`config.mk`:
```
export PLATFORM = sky130hd
export DESIGN_NAME = ccd_line_framer
export DESIGN_NICKNAME = d
export VERILOG_FILES = /design/src/rtl/cf_pkg.sv /design/src/rtl/cf_ctrl.sv /design/src/rtl/cf_datapath.sv /design/src/rtl/ccd_line_framer.sv
export SDC_FILE = /design/constraint.sdc
export NUM_CORES = 1
export LEC_CHECK = 0
export ABC_AREA = 0
export BUFFER_PORTS_ARGS = -buffer_cell sky130_fd_sc_hd__buf_2
export CAP_MARGIN = 30
export CORE_MARGIN = 2
export CORE_UTILIZATION = 65
export DETAILED_ROUTE_END_ITERATION = 16
export PLACE_DENSITY = 0.9
export REMOVE_ABC_BUFFERS = 1
export SETUP_SLACK_MARGIN = 0.05
export SYNTH_ARGS = -nofsm -noshare
export SYNTH_HDL_FRONTEND = slang
export SYNTH_SLANG_ARGS = --single-unit
```
`constraint.sdc`:
```
create_clock -name clk -period 11.75 [get_ports clk]
set_clock_uncertainty 0.2 [all_clocks]
set_input_delay 1.7625 -clock clk [delete_from_list [all_inputs] [get_ports clk]]
set_output_delay 1.7625 -clock clk [all_outputs]
set_load 0.03 [all_outputs]
```
`src/rtl/cf_pkg.sv`:
```
package cf_pkg;

  // Strobes from the control to the datapath, valid in the cycle of the sample
  typedef struct packed {
    logic sumClr;      // first sample of a new line: restart the black sum
    logic sumAdd;      // sample lies in the black window
    logic blackLatch;  // window complete: capture the black level
    logic effValid;    // sample is an effective pixel
    logic effFirst;    // first effective pixel
    logic effLast;     // last effective pixel
    logic lineErr;     // previous line was cut short
  } frameStrobes_t;

endpackage

```
`src/rtl/cf_ctrl.sv`:
```
module cf_ctrl
  import cf_pkg::*;
#(
  parameter int LEAD      = 63,
  parameter int EFF       = 2700,
  parameter int TRAIL     = 12,
  parameter int BLK_FIRST = 2,
  parameter int BLK_LAST  = 12,
  parameter int IDX_W     = 12
) (
  input  logic             clk,
  input  logic             rstN,
  input  logic             lineStart,
  input  logic [IDX_W-1:0] pixIdx,
  output frameStrobes_t    str
);

  localparam int LINE_LEN = LEAD + EFF + TRAIL;
  localparam int CNT_W    = $clog2(LINE_LEN + 1);

  localparam logic [IDX_W-1:0] WIN_LO  = IDX_W'(BLK_FIRST);
  localparam logic [IDX_W-1:0] WIN_HI  = IDX_W'(BLK_LAST);
  localparam logic [IDX_W-1:0] LATCH_I = IDX_W'(BLK_LAST + 1);
  localparam logic [IDX_W-1:0] EFF_LO  = IDX_W'(LEAD + 1);
  localparam logic [IDX_W-1:0] EFF_HI  = IDX_W'(LEAD + EFF);
  localparam logic [CNT_W-1:0] CNT_END = CNT_W'(LINE_LEN);

  logic             inLine;   // further samples of the current line are expected
  logic [CNT_W-1:0] posCnt;   // samples of the current line seen so far
  logic             belongs;

  assign belongs = lineStart | inLine;

  always_ff @(posedge clk) begin
    if (!rstN) begin
      inLine <= 1'b0;
      posCnt <= '0;
    end else if (lineStart) begin
      inLine <= (LINE_LEN > 1);
      posCnt <= CNT_W'(1);
    end else if (inLine) begin
      posCnt <= posCnt + CNT_W'(1);
      if (posCnt + CNT_W'(1) == CNT_END) inLine <= 1'b0;
    end
  end

  always_comb begin
    str            = '0;
    str.sumClr     = lineStart;
    str.sumAdd     = belongs && (pixIdx >= WIN_LO) && (pixIdx <= WIN_HI);
    str.blackLatch = belongs && (pixIdx == LATCH_I);
    str.effValid   = belongs && (pixIdx >= EFF_LO) && (pixIdx <= EFF_HI);
    str.effFirst   = str.effValid && (pixIdx == EFF_LO);
    str.effLast    = str.effValid && (pixIdx == EFF_HI);
    str.lineErr    = lineStart && inLine;
  end


  cnt_range_chk: assert property (@(posedge clk) disable iff (!rstN)
    posCnt <= CNT_END);


  start_cnt_chk: assert property (@(posedge clk) disable iff (!rstN)
    lineStart |=> (posCnt == CNT_W'(1)));


  class_excl_chk: assert property (@(posedge clk) disable iff (!rstN)
    $onehot0({str.sumAdd, str.blackLatch, str.effValid}));

endmodule

```
`src/rtl/cf_datapath.sv`:
```
module cf_datapath
  import cf_pkg::*;
#(
  parameter int DATA_W = 12,
  parameter int NBLK   = 11
) (
  input  logic              clk,
  input  logic              rstN,
  input  frameStrobes_t     str,
  input  logic [DATA_W-1:0] sampleIn,
  output logic [DATA_W-1:0] pixOut,
  output logic              pixValid,
  output logic              pixFirst,
  output logic              pixLast,
  output logic              lineErr
);

  localparam int SUM_W  = DATA_W + $clog2(NBLK + 1);
  localparam int SHIFT  = SUM_W + $clog2(NBLK) + 1;
  localparam int PROD_W = SUM_W + SHIFT + 1;
  localparam longint unsigned RECIP_L =
    ((64'd1 << SHIFT) + longint'(NBLK) - 64'd1) / longint'(NBLK);
  localparam logic [PROD_W-1:0] RECIP = PROD_W'(RECIP_L);

  logic [SUM_W-1:0]  sumAcc;
  logic [PROD_W-1:0] prod;
  logic [DATA_W-1:0] blackLevel;
  logic [DATA_W-1:0] clamped;

  always_ff @(posedge clk) begin
    if (!rstN) begin
      sumAcc <= '0;
    end else if (str.sumClr) begin
      sumAcc <= str.sumAdd ? SUM_W'(sampleIn) : '0;
    end else if (str.sumAdd) begin
      sumAcc <= sumAcc + SUM_W'(sampleIn);
    end
  end

  assign prod = PROD_W'(sumAcc) * RECIP;

  always_ff @(posedge clk) begin
    if (!rstN)               blackLevel <= '0;
    else if (str.blackLatch) blackLevel <= DATA_W'(prod >> SHIFT);
  end

  assign clamped = (sampleIn >= blackLevel) ? (sampleIn - blackLevel) : '0;

  always_ff @(posedge clk) begin
    if (!rstN) begin
      pixOut   <= '0;
      pixValid <= 1'b0;
      pixFirst <= 1'b0;
      pixLast  <= 1'b0;
      lineErr  <= 1'b0;
    end else begin
      pixOut   <= str.effValid ? clamped : '0;
      pixValid <= str.effValid;
      pixFirst <= str.effFirst;
      pixLast  <= str.effLast;
      lineErr  <= str.lineErr;
    end
  end


  no_gain_chk: assert property (@(posedge clk) disable iff (!rstN)
    pixValid |-> (pixOut <= $past(sampleIn)));


  flag_valid_chk: assert property (@(posedge clk) disable iff (!rstN)
    (pixFirst || pixLast) |-> pixValid);


  black_hold_chk: assert property (@(posedge clk) disable iff (!rstN)
    !$past(str.blackLatch) |-> $stable(blackLevel));


  err_pulse_chk: assert property (@(posedge clk) disable iff (!rstN)
    str.lineErr |=> lineErr);

endmodule

```
`src/rtl/ccd_line_framer.sv`:
```
module ccd_line_framer
  import cf_pkg::*;
#(
  parameter int DATA_W      = 12,
  parameter int LEAD_DUMMY  = 63,
  parameter int EFF_PIX     = 2700,
  parameter int TRAIL_DUMMY = 12,
  parameter int BLK_FIRST   = 2,
  parameter int BLK_LAST    = 12,
  localparam int LINE_LEN   = LEAD_DUMMY + EFF_PIX + TRAIL_DUMMY,
  localparam int IDX_W      = $clog2(LINE_LEN + 1)
) (
  input  logic              clk,
  input  logic              rstN,
  input  logic              lineStart,
  input  logic [IDX_W-1:0]  pixIdx,
  input  logic [DATA_W-1:0] sampleIn,
  output logic [DATA_W-1:0] pixOut,
  output logic              pixValid,
  output logic              pixFirst,
  output logic              pixLast,
  output logic              lineErr
);

  localparam int NBLK = BLK_LAST - BLK_FIRST + 1;

  frameStrobes_t str;

  cf_ctrl #(
    .LEAD      (LEAD_DUMMY),
    .EFF       (EFF_PIX),
    .TRAIL     (TRAIL_DUMMY),
    .BLK_FIRST (BLK_FIRST),
    .BLK_LAST  (BLK_LAST),
    .IDX_W     (IDX_W)
  ) u_ctrl (
    .clk       (clk),
    .rstN      (rstN),
    .lineStart (lineStart),
    .pixIdx    (pixIdx),
    .str       (str)
  );

  cf_datapath #(
    .DATA_W (DATA_W),
    .NBLK   (NBLK)
  ) u_dp (
    .clk      (clk),
    .rstN     (rstN),
    .str      (str),
    .sampleIn (sampleIn),
    .pixOut   (pixOut),
    .pixValid (pixValid),
    .pixFirst (pixFirst),
    .pixLast  (pixLast),
    .lineErr  (lineErr)
  );

  initial begin
    if (BLK_FIRST < 1 || BLK_LAST < BLK_FIRST || BLK_LAST + 1 > LEAD_DUMMY)
      $error("black window must end at least one position before the effective pixels");
  end

endmodule

```
Yosys cells after proc, flatten, opt, wreduce, memory -nomap -nowiden:

Cells that the tools add are included.

* multipliers: 1
* $add $sub $neg: 3
* shift operators: 0
* div/mod/pow operators: 0
* reductions and logical operators: 12
* order comparisons: 5
* eq/ne operators: 4
* muxes and demuxes: 8
* bitwise operators: 2

Operators by type and width (count)
* multiplier 16 x 18 -> 33 bit (second input constant): 1
* two-way mux 16 bit: 2
* equality test 12 bit (second input constant): 2
* adder 16 x 12 -> 16 bit: 1
* adder 12 x 1 -> 12 bit (second input constant): 1
* equality test 12 x 4 -> 1 bit (second input constant): 1
* equality test 12 x 7 -> 1 bit (second input constant): 1
* greater-or-equal comparator 12 bit: 1
* greater-or-equal comparator 12 x 2 -> 1 bit (second input constant): 1
* greater-or-equal comparator 12 x 7 -> 1 bit (second input constant): 1
* <= comparator 12 bit (second input constant): 1
* <= comparator 12 x 4 -> 1 bit (second input constant): 1
* two-way mux 12 bit: 1
* subtractor 12 bit: 1
* logical AND 1 bit: 8
* two-way mux 1 bit: 5
* nonzero test 2 bit: 2
* AND reduction 3 bit: 1
* OR reduction 2 bit: 1
* NOT 1 bit: 1
* bitwise OR 1 bit: 1

* output and inout bits: 16
* logic and storage cells: 45
* latch bits: 0
* ROM bits: 0
* memory bits (writable): 0
* bits in registers: 57
* memories: 0
* input port bits: 27

Depth between registers and ports, before layout:

* depth in word-level cells: 5
* mapped depth: 19
* gate-level depth less buffers: 19

Cells and area by module:

A second synthesis with hierarchy kept.

* cell total of the unflattened synthesis: 957
* area, all modules: 8600.7 µm²

Modules (own cells, without submodules)
* cf_datapath: instances 1, area an instance 7678.6 µm², cells each 838, seq. area each 880.8 µm²
* cf_ctrl: instances 1, area an instance 922.1 µm², cells each 119, seq. area each 260.2 µm²

Worst setup path before layout:

No wires, ideal clock.

* path type: reg-to-reg
* start point: register u_dp.sumAcc[14]
* end point: register u_dp.blackLevel[10]
* setup slack: 6.170 ns
* data required time: 11.433 ns
* stages on the path, launching flop included: 18
* data arrival time: 5.263 ns
* library setup time: 0.117 ns
* buffers on the path: 0
* period minus slack after synthesis: 5.580 ns
* cell sequence: dfxtp_1 > fa_1 > xor2_1 > ha_1 > fa_1 > fa_1 > fa_1 > inv_1 > fa_1 > inv_1 > ha_1 > nand4_1 > nor2_1 > and2_1 > o21ai_1 > a2111oi_0 > o21ai_0 > a32o_1

* longest elaborated chain between the ends: 1

Ends and longest elaborated chain
* start, declared: line cf_datapath.sv:25 `logic [SUM_W-1:0] sumAcc;`
* start signal, assigned: line cf_datapath.sv:34 `sumAcc <= str.sumAdd ? SUM_W'(sampleIn) : '0;`
* start signal, assigned: line cf_datapath.sv:36 `sumAcc <= sumAcc + SUM_W'(sampleIn);`
* multiplier 16 x 18 -> 33 bit: line cf_datapath.sv:40 `assign prod = PROD_W'(sumAcc) * RECIP;`
* end signal, assigned: line cf_datapath.sv:44 `else if (str.blackLatch) blackLevel <= DATA_W'(prod >> SHIFT);`
* end, declared: line cf_datapath.sv:27 `logic [DATA_W-1:0] blackLevel;`

No other way between the ends.
A chain may end at the register's enable or synchronous reset.

Worst setup path after layout:

* start point: register u_dp.sumAcc[5]
* end point: register u_dp.blackLevel[10]

Same word-level chain as after synthesis.

==> results_dict.tcl <==
set metrics [dict create \
    status "complete, no violations" \
    final_cell_mix "191 x inv_1, 156 x ha_1, 97 x fa_1, 57 x dfxtp_1, 56 x nor2_1" \
    crit_slowest_cell "dfxtp_1" \
    p_sw_share_pct 31.3 \
    synth_cell_type_count 67 \
    yosysTopAreaCell "ha_1" \
    clock_latency_ns 0.34 \
    antenna_found_initial 0 \
    cts_num_sinks 57 \
    arrival_ns 6.34 \
    power.internal_mw 0.412 \
    die_w_um 119 \
    leakage_nw 4.79 \
    hold_viol_final 0 \
    synth.avg_cell_area_sq_um 8.88 \
    timing.final.max_slew_violations 0 \
    io_buffers 42 \
    io_pins 43 \
    syn_inst 961 \
    drive_above_1_share_pct 7.38 \
    grt_max_degree 31 \
    clk_pin_slew_ns 0.06 \
    drt_iter0_drc 673 \
    layout_commonest_cell "inv_1" \
    hpwl_mm 18.0 \
    tns_ns 0 \
    fin_crit_sh_pct 53.7 \
    postRouteAntennaNets 0 \
    via_per_inst 6.20 \
    yosysSeqAreaShare_pct 13.4 \
    cts_made_buffers 9 \
    grt-ovfl-total 0 \
    ctsHoldBuffers 0 \
    path_buf_inv 4 \
    clkPwrFrac_pct 44.8 \
    routed_wl_mm 21.8 \
    maxCapViolCount 0 \
    synth.top_cells.by_area "ha_1 23%, fa_1 23%, dfxtp_1 13%, inv_1 8.4%, a21oi_1 3.1%" \
    combinationalPowerShare_pct 21.6 \
    p_switching_mw 0.188 \
    hold_class "flip-flop to flip-flop" \
    grt_setup_unrepaired "false" \
    die_h_um 119 \
    worstPathMaxFanout 8 \
    diodes 0 \
    slowest_delay_ns 0.61 \
    max_slew_margin_pct 52.5 \
    via_count 7281 \
    synthArstFlopShare_pct 0 \
    dieArea_sq_mm 0.0141 \
    synth_edf_count 0 \
    routabilityCongestion 0.990 \
    htreeDepth 3 \
    critical-path-top-delay-family "adder cells" \
    fp-row-count 41 \
    critPathKind "flip-flop to flip-flop" \
    tightest_slew_ns 0.711 \
    firstDrtPassIters 5 \
    ys.warnings.count 0 \
    cts_setup_buffers 0 \
    nFillCells 895 \
    powerDensity_mw_per_mm2 65.2 \
    yosys_most_used_dff "dfxtp_1" \
    syn_area_sq_mm 0.00853 \
    cp-start-kind "flip-flop" \
    coreArea_sq_mm 0.0127 \
    grt_pass1_vias 7431 \
    finalSetupViolCount 0 \
    crit_path_end_kind "flip-flop" \
    route.detailed.drc 0 \
    clock.fmax_ghz 0.159 \
    cts_tree "done" \
    wl_per_cell_um 18.6 \
    fin_nets 1278 \
    post_cts_resize_count 0 \
    grt_pass1_wl_mm 36.3 \
    required_ns 11.79 \
    vdd_drop_max_mv 0.104 \
    area_growth_pct 7.91 \
    initial_utilization_pct 67.0 \
    path_cells "fa_1 > inv_1 > fa_1 > inv_1 > fa_1 > fa_1 > inv_1 > fa_1 > fa_1 > inv_1 > ha_1 > nand4_1 > nor2_1 > and2_1 > o21ai_1 > a2111oi_0 > o21ai_0 > a32o_1" \
    seqPwrFrac_pct 33.6 \
    post-route-min-period_ns 6.31 \
    ys_seq_elements 57 \
    synth_top_area_share_pct 22.9 \
    clockBufferDepth 2 \
    grt_usage_pct 32.5 \
    path_common_cell "fa_1" \
    root_buffer "clkbuf_16" \
    power.total_mw 0.600 \
]
worst min-delay path, delay by kind of cell, from the launching register on:
kind | cells | cell delay [ns]
DFF | 1 | 0.31
and+or+nand+nor | 1 | 0.06
AOI/OAI and AO/OA | 1 | 0.06
flip-flops by register name (all words and copies together), names as in the netlist:
name and flops:
u_dp.sumAcc 16, u_ctrl.posCnt 12, u_dp.blackLevel 12, u_dp.pixOut 12, u_ctrl.inLine 1, u_dp.lineErr 1
u_dp.pixFirst 1, u_dp.pixLast 1, u_dp.pixValid 1
power groups by stage:
stage	Sequential, mW	Combinational (mW)	Clock [mW]
3_3_place_gp	0.205	0.121	0
5_1_grt	0.202	0.145	0.278
4_1_cts	0.201	0.128	0.269
6_report	0.201	0.130	0.269
2_1_floorplan	0.209	0.0830	0
3_5_place_dp	0.205	0.127	0
cell families (layout without fill, tap and decap cells):
logic type / after synthesis / after routing / synth area share (%)
compound gates: 181 / 181 / 14.2
xor+xnor: 28 / 28 / 2.88
fa+ha+maj: 253 / 253 / 45.7
buf+inv: 210 / 252 / 9.31
flops: 57 / 57 / 13.4
mux: 1 / 1 / 0.117
simple gates: 231 / 231 / 14.4
cell usage after synthesis (5+ instances only):
cell,count
a211oi_1,11
a21o_1,17
a21oi_1,52
a22oi_1,6
a31oi_1,6
and3_1,6
buf_2,5
clkbuf_1,13
dfxtp_1,57
fa_1,97
ha_1,156
inv_1,191
nand2_1,42
nand2b_1,7
nand3_1,26
nand4_1,9
nor2_1,56
nor2b_1,8
nor3_1,17
nor3b_1,13
nor4_1,5
o21ai_0,32
o21bai_1,5
or2_2,5
or3_1,13
xnor2_1,13
xor2_1,15
routing by layer:
| metal | track usage (%) | share of wire [%] | vias to the layer above |
|---|---|---|---|
| met5 | 0 | 0 | - |
| met4 | 14.4 | 4.8 | 0 |
| met3 | 7.92 | 7.8 | 99 |
| met2 | 52.3 | 47 | 328 |
| met1 | 41.5 | 41 | 3490 |
| li1 | - | - | 3364 |
through the flow:
step	worst slack [ns]	instances	hold slack, ns	util [%]	instance area, sq um
after floorplan	6.17	942	0.225	-	8450
after global placement	5.82	1158	0.250	69.9	8890
after detailed placement	5.52	1159	0.260	70.0	8900
after CTS	5.51	1175	0.276	72.3	9200
after global routing	5.11	1175	0.296	72.3	9200
final	5.44	1175	0.275	72.3	9200
worst paths after layout:
| check | to | startpoint | slack (ns) | depth (start not counted) |
|---|---|---|---|---|
| min reg2reg | u_dp.blackLevel[0]$_SDFFE_PN0P_ | u_dp.blackLevel[0]$_SDFFE_PN0P_ | 0.28 | 2 |
| max | u_dp.blackLevel[10]$_SDFFE_PN0P_ | u_dp.sumAcc[5]$_SDFFE_PN0P_ | 5.44 | 18 |
| max reg2reg | u_dp.blackLevel[10]$_SDFFE_PN0P_ | u_dp.sumAcc[5]$_SDFFE_PN0P_ | 5.44 | 18 |
| min | u_dp.blackLevel[0]$_SDFFE_PN0P_ | u_dp.blackLevel[0]$_SDFFE_PN0P_ | 0.28 | 2 |
cell type report:
type,instances,area [sq um],share of cell area [%]
Clock buffer,9,225,2.45
Clock inverter,7,78.8,0.856
Inverter,191,717,7.79
Multi-Input combinational cell,694,6590,71.6
Sequential cell,57,1140,12.4
Tap cell,172,215,2.34
Timing Repair Buffer,45,233,2.53
Power figures use the tool's default switching activity.
